`config.mk`:
```
export PLATFORM = sky130hd
export DESIGN_NAME = pace_timer
export DESIGN_NICKNAME = d
export VERILOG_FILES = /design/src/rtl/pace_pkg.sv /design/src/rtl/pace_dither.sv /design/src/rtl/pace_count.sv /design/src/rtl/pace_timer.sv
export SDC_FILE = /design/constraint.sdc
export NUM_CORES = 1
export LEC_CHECK = 0
export BUFFER_PORTS_ARGS = -buffer_cell sky130_fd_sc_hd__buf_2
export CAP_MARGIN = 10
export CORE_ASPECT_RATIO = 0.5
export CORE_MARGIN = 2
export CORE_UTILIZATION = 45
export DETAILED_ROUTE_END_ITERATION = 10
export GPL_ROUTABILITY_DRIVEN = 0
export GPL_TIMING_DRIVEN = 1
export PLACE_DENSITY = 0.66
export REMOVE_ABC_BUFFERS = 1
export SETUP_SLACK_MARGIN = 0.15
export SYNTH_ARGS = -nofsm -noshare
export SYNTH_HDL_FRONTEND = slang
export SYNTH_SLANG_ARGS = --single-unit
```
`constraint.sdc`:
```
create_clock -name clk -period 3.9 [get_ports clk]
set_input_delay 0.585 -clock clk [delete_from_list [all_inputs] [get_ports clk]]
set_output_delay 0.585 -clock clk [all_outputs]
set_load 0.03 [all_outputs]
```
`src/rtl/pace_pkg.sv`:
```
package pace_pkg;
  localparam int INT_W  = 16;
  localparam int FRAC_W = 8;
  localparam int CNT_W  = INT_W + 1;

  typedef logic [INT_W-1:0]  int_t;
  typedef logic [FRAC_W-1:0] frac_t;
  typedef logic [CNT_W-1:0]  cnt_t;
endpackage

```
`src/rtl/pace_dither.sv`:
```
// First-order delta-sigma stage: decides whether the current interval is long.
module pace_dither #(
  parameter int FW = pace_pkg::FRAC_W
) (
  input  logic          clk,
  input  logic          rst_n,
  input  logic          restart,
  input  logic          advance,
  input  logic [FW-1:0] frac,
  output logic          extend
);
  logic [FW-1:0] phase_q;
  logic          ext_q;
  logic [FW:0]   sum;

  assign sum = {1'b0, phase_q} + {1'b0, frac};

  always_ff @(posedge clk or negedge rst_n) begin
    if (!rst_n) begin
      phase_q <= '0;
      ext_q   <= 1'b0;
    end else if (restart) begin
      // interval 0: phase starts at zero, the add cannot carry
      phase_q <= frac;
      ext_q   <= 1'b0;
    end else if (advance) begin
      phase_q <= sum[FW-1:0];
      ext_q   <= sum[FW];
    end
  end

  assign extend = ext_q;
endmodule

```
`src/rtl/pace_count.sv`:
```
// Interval counter: signals the last cycle of each interval.
module pace_count #(
  parameter int IW = pace_pkg::INT_W,
  localparam int CW = IW + 1
) (
  input  logic          clk,
  input  logic          rst_n,
  input  logic          restart,
  input  logic          run,
  input  logic [IW-1:0] int_val,
  input  logic          extend,
  output logic          wrap
);
  logic [CW-1:0] cnt_q;
  logic [CW-1:0] last;

  assign last = {1'b0, int_val} + {{(CW-1){1'b0}}, extend};
  assign wrap = run && (cnt_q == last);

  always_ff @(posedge clk or negedge rst_n) begin
    if (!rst_n)       cnt_q <= '0;
    else if (restart) cnt_q <= '0;
    else if (wrap)    cnt_q <= '0;
    else if (run)     cnt_q <= cnt_q + 1'b1;
  end
endmodule

```
`src/rtl/pace_timer.sv`:
```
module pace_timer
  import pace_pkg::*;
#(
  parameter int IW = INT_W,
  parameter int FW = FRAC_W
) (
  input  logic          clk,
  input  logic          rst_n,
  input  logic          run_en,
  input  logic          cfg_wr,
  input  logic [IW-1:0] int_part,
  input  logic [FW-1:0] frac_part,
  output logic          tick,
  output logic          bypass
);
  logic run;
  logic wrap;
  logic extend;
  logic tick_q;

  assign bypass = (int_part == '0) && (frac_part == '0);
  assign run    = run_en && !bypass && !cfg_wr;

  pace_dither #(.FW(FW)) u_dither (
    .clk     (clk),
    .rst_n   (rst_n),
    .restart (cfg_wr),
    .advance (wrap),
    .frac    (frac_part),
    .extend  (extend)
  );

  pace_count #(.IW(IW)) u_count (
    .clk     (clk),
    .rst_n   (rst_n),
    .restart (cfg_wr),
    .run     (run),
    .int_val (int_part),
    .extend  (extend),
    .wrap    (wrap)
  );

  always_ff @(posedge clk or negedge rst_n) begin
    if (!rst_n) tick_q <= 1'b0;
    else        tick_q <= wrap;
  end

  assign tick = tick_q;
endmodule

```
* Word-level counts from Yosys, hierarchy flattened
Cells that the tools add are included.
** Storage, ports and cells
- Flip-flop bits (word level) :: 27
- Bits of input ports :: 28
- Output and inout bits :: 2
** Operators by class
- $add $sub $neg :: 3
- Equality and inequality tests :: 1
- Muxes and demuxes :: 7
- Reductions and logical operators :: 10
** Operators with widths (number)
- 17-bit two-way mux :: 3
- 16-bit by 1-bit adder with 17-bit output :: 1
- 17-bit by 1-bit adder with 17-bit output (second input constant) :: 1
- 17-bit == test :: 1
- 16-bit zero test :: 1
- 8-bit two-way mux :: 2
- 8-bit by 8-bit adder with 9-bit output :: 1
- 8-bit zero test :: 1
- 1-bit logical AND :: 4
- 3-bit nonzero test :: 1
- 1-bit zero test :: 2
- 1-bit two-way mux :: 2
- 2-bit nonzero test :: 1

* Depth between registers and ports, before layout
- Depth after elaboration :: 8
- Depth in mapped cells :: 11

* By module
From an unflattened synthesis, not the netlist that was laid out.
** Second synthesis, totals
- Cell total of the unflattened synthesis :: 290
- Area total of the unflattened synthesis :: 2437.3 µm²
** By module, submodules not included
- pace_count :: instances 1, cells each 192, area an instance 1565.3 µm²
- pace_dither :: instances 1, cells each 86, area an instance 775.7 µm²
- pace_timer :: instances 1, cells each 12, area an instance 96.3 µm²

* Least setup slack after synthesis
Ideal clock, no wire load.
- Path kind :: input port to flip-flop
- From :: in int_part[0]
- To :: reg u_dither.phase_q[0]
- Setup time :: 123 ps
- Arrival :: 3061 ps
- Slack :: 716 ps
- Stages on the path :: 11
- Cell sequence :: ha_1 -> ha_1 -> clkbuf_1 -> o21ba_2 -> a221oi_1 -> a41o_1 -> nand4bb_1 -> or3_1 -> or4_1 -> buf_2 -> o221a_1
** Between the ends
- Cells in the longest elaborated chain, start to end :: 7
- Elaborated cells between the ends (all ways) :: 9
- Classes of those cells :: add/sub: 1; eq/ne: 1; reduce/logical: 7
** Ends and longest elaborated chain
- start: declaration :: RTL line pace_timer.sv:11 : input logic [IW-1:0] int_part,
- parallel branches: the longest is 5 deep, another holds 16-bit by 1-bit adder with 17-bit output
- 1-bit logical AND (*) :: RTL line pace_count.sv:18 : assign wrap = run && (cnt_q == last);
- 2-bit nonzero test (no source line) (*)
- end signal: assignment :: RTL line pace_dither.sv:24 : phase_q <= frac;
- end signal: assignment :: RTL line pace_dither.sv:27 : phase_q <= sum[FW-1:0];
- end: declaration :: RTL line pace_dither.sv:12 : logic [FW-1:0] phase_q;
Mark *: on every way between the ends.
A chain may end at the register's enable or synchronous reset.

* Final worst setup path
Same ends and word-level chain as after synthesis.

==> key figures <==
Synthesis
  • Synth Area per Inst: 8.663 sq um
  • Distinct cells, synth: 57
  • Synth Cell Area: 0.002278 sq mm
  • Number of synthesized flops with an enable pin: 0
  • Yosys Warn Count: 0
  • Synth Register Bits: 27
  • Synth Instances: 263
  • Area share of the leading cell type in the synthesized netlist: 29.65%
  • Area leader, netlist: dfrtp_1
  • FFs w/ async S/R, synth: 100.0%
  • Top_reg_cell synth: dfrtp_1
  • Post-synthesis sequential area ratio: 29.65%
  • Top post-synthesis cells by area: dfrtp_1 (30%), xor2_1 (8.1%), xnor2_1 (6.5%)

Finish
  • Finished Layout Cells: 356
  • Leading cell type in the layout, fill and taps excluded: nor2_1
  • Multi-input logic area: 0.001518 sq mm
  • Layout area overhead: 10.32%
  • Fin nets: 327
  • Ant diodes: 0
  • Register area: 675.6 sq um
  • Share of cells above drive strength 1: 13.99%
  • Fillcell total: 491
  • Commonest non-fill, non-tap cells in the layout: nor2_1 (30), buf_2 (29), dfrtp_1 (27), xor2_1 (21), nand2_1 (20)

Global route
  • Initial antenna violation count: 0
  • Pin count of the biggest net entering global routing: 28
  • Vias in the first global route: 1933
  • Total grt overflow: 0
  • First-pass GRT wire length: 8990 microns
  • Tot GR Track Use: 19.93%

STA
  • Clk_skew: 0.002978 ns
  • Relative slew slack: 27.10%
  • Pins Over Slew Limit: 0
  • Post-layout min period: 3.212 ns
  • Final setup fails: 0
  • Final Hold Fails: 0
  • Unrepaired setup endpoints after global routing: no
  • Final WS setup: 0.6878 ns
  • Tightest Pin Transition: 1.087 ns
  • Fmax: 311.3 MHz
  • Setup TNS: 0 ns
  • Period utilization: 82.36%

Hold path
  • Hold Path Class: input pin to asynchronous set/reset pin

Setup path
  • R2R cell count: 9
  • R2R Setup Slk: 0.71 ns
  • Worst endpoint required time: 4.07 ns
  • Worst setup startpoint: int_part[0]
  • Worst r2r src: u_dither.extend
  • Crit start category: input pin
  • Worst EP arrival: 3.38 ns
  • Worst r2r dst: u_dither.phase_q[0]
  • Crit path max fanout: 8
  • Critical path class: input pin to flop
  • Worst setup EP type: flop

Placement
  • # placed instances: 352
  • Buffers on Ports: 29
  • Post-place setup slack: 0.4140 ns
  • Detailed Place HPWL: 4291 microns

Clocking
  • # resized after CTS: 0
  • Htree depth: 1
  • Clock tree from TritonCTS: built
  • # hold bufs at CTS: 0
  • CTS buffer count: 3
  • Clk sinks: 27
  • Clock Path Buffers: 2
  • CTS root buf: clkbuf_8
  • Worst-path clk slew: 0.09 ns
  • Clock latency at the later pin of the worst-skew pair: 0.27 ns
  • Setup bufs post-CTS: 0

Pwr
  • P_leak: 1.041 nW
  • Total power: 605.4 uW
  • Maximum VDD drop: 0.1177 mV
  • Pwr Density: 240.9 mW/mm^2

Drt
  • Routed Antenna Nets: 0
  • Routed WL: 5380 microns
  • Via count: 2042
  • First-pass DRT Iterations: 4
  • Via density: 5.736
  • DR DRC count: 0
  • Initial drt markers: 78
  • WL per Instance: 15.11 microns

Floorplan
  • Die ar.: 0.005683 sq mm
  • Chip height: 54.32 microns
  • Num rows: 18
  • Core region area: 0.004910 sq mm
  • Die width: 104.6 microns
  • Starting Density: 46.41%
  • Io pins: 30

Status
  • Outcome: finished clean

Run
  • Max_cap viols: 0
[routing by layer]
metal	part of all wire, %	vias to the layer above	global-route usage (%)
met5	0	-	0
met4	1.1	0	3.778
met3	2.3	6	3.452
met2	46	30	35.84
met1	50	998	26.27
li1	-	1008	-
[report_power, final]
group          total [mW]  switching, mW  leakage, nW  internal (mW)
Sequential          0.297        0.00820        0.356          0.289
Clock               0.161         0.0898       0.0255         0.0717
Combinational       0.147         0.0826        0.660         0.0645
Total               0.605          0.181         1.04          0.425
[cell usage after synthesis, types with 2 or more instances]
| cell type | n |
|---|---|
| nor3b_1 | 2 |
| xor2_1 | 21 |
| inv_1 | 6 |
| and3_1 | 4 |
| o21a_1 | 4 |
| nor3_1 | 2 |
| nand3_1 | 17 |
| a21oi_1 | 4 |
| nand3b_1 | 3 |
| or4_1 | 2 |
| dfrtp_1 | 27 |
| nor2_1 | 30 |
| xnor2_1 | 17 |
| or3_1 | 2 |
| and4_1 | 3 |
| ha_1 | 11 |
| nand2b_1 | 4 |
| o2111a_1 | 2 |
| a211oi_1 | 3 |
| buf_4 | 2 |
| nand2_1 | 20 |
| a22oi_1 | 2 |
| clkbuf_1 | 5 |
| nor4_1 | 9 |
| nand4b_1 | 2 |
| o2111ai_1 | 2 |
| and2_1 | 5 |
| o221a_1 | 4 |
| nand4_1 | 8 |
| nor2b_1 | 4 |
| o21ai_0 | 5 |
| o211ai_1 | 3 |
| buf_2 | 4 |
[kinds of logic (layout without fill, tap and decap cells)]
| logic type | Yosys count | count (layout) | synth area share [%] |
|---|---|---|---|
| compound gates | 45 | 45 | 16.25 |
| xor+xnor | 38 | 38 | 14.61 |
| fa+ha+maj | 12 | 12 | 6.919 |
| buf+inv | 19 | 42 | 3.734 |
| flops | 27 | 27 | 29.65 |
| simple gates | 122 | 122 | 28.83 |
[worst max-delay path by stage]
| stage | to | slack [ns] | cells past startpoint |
|---|---|---|---|
| 2_1_floorplan | u_dither.phase_q[0] | 0.78 | 9 |
| 3_3_place_gp | u_dither.phase_q[0] | 0.52 | 10 |
| 3_5_place_dp | u_dither.phase_q[0] | 0.41 | 10 |
| 4_1_cts | u_dither.phase_q[0] | 0.72 | 10 |
| 5_1_grt | u_dither.phase_q[0] | 0.55 | 9 |
| 6_report | u_dither.phase_q[0] | 0.69 | 10 |
[cell type report]
class,instances,share of cell area (%)
multi-input cells,217,60.38
flip-flops and latches,27,26.88
repair buffers,31,6.371
well taps,70,3.484
clock buffers,3,1.643
inverters,7,1.045
clock inverters,1,0.1991
[through the flow]
stage / hold WS (ns) / instance area [sq um] / util (%)
final: 0.3031 / 2514 / 51.20
after global routing: 0.3501 / 2514 / 51.20
after CTS: 0.3426 / 2514 / 51.20
after detailed placement: 0.5211 / 2467 / 50.25
after global placement: 0.5048 / 2467 / 50.25
after floorplan: 0.2894 / 2220 / -
[registers in the layout, indices dropped and copies added (netlist names)]
signal,cells
u_dither.extend,1
u_count.cnt_q,17
tick,1
u_dither.phase_q,8
[worst max-delay path, stage by stage]
cell and delay, ns:
buf_2 0.11, ha_1 0.24, ha_1 0.29, o21ba_2 0.23
a221oi_1 0.31, a41o_1 0.16, nand4bb_1 0.11, or3_1 0.37
or4_1 0.68, o221a_1 0.31
(Power assumes the default switching activity.)
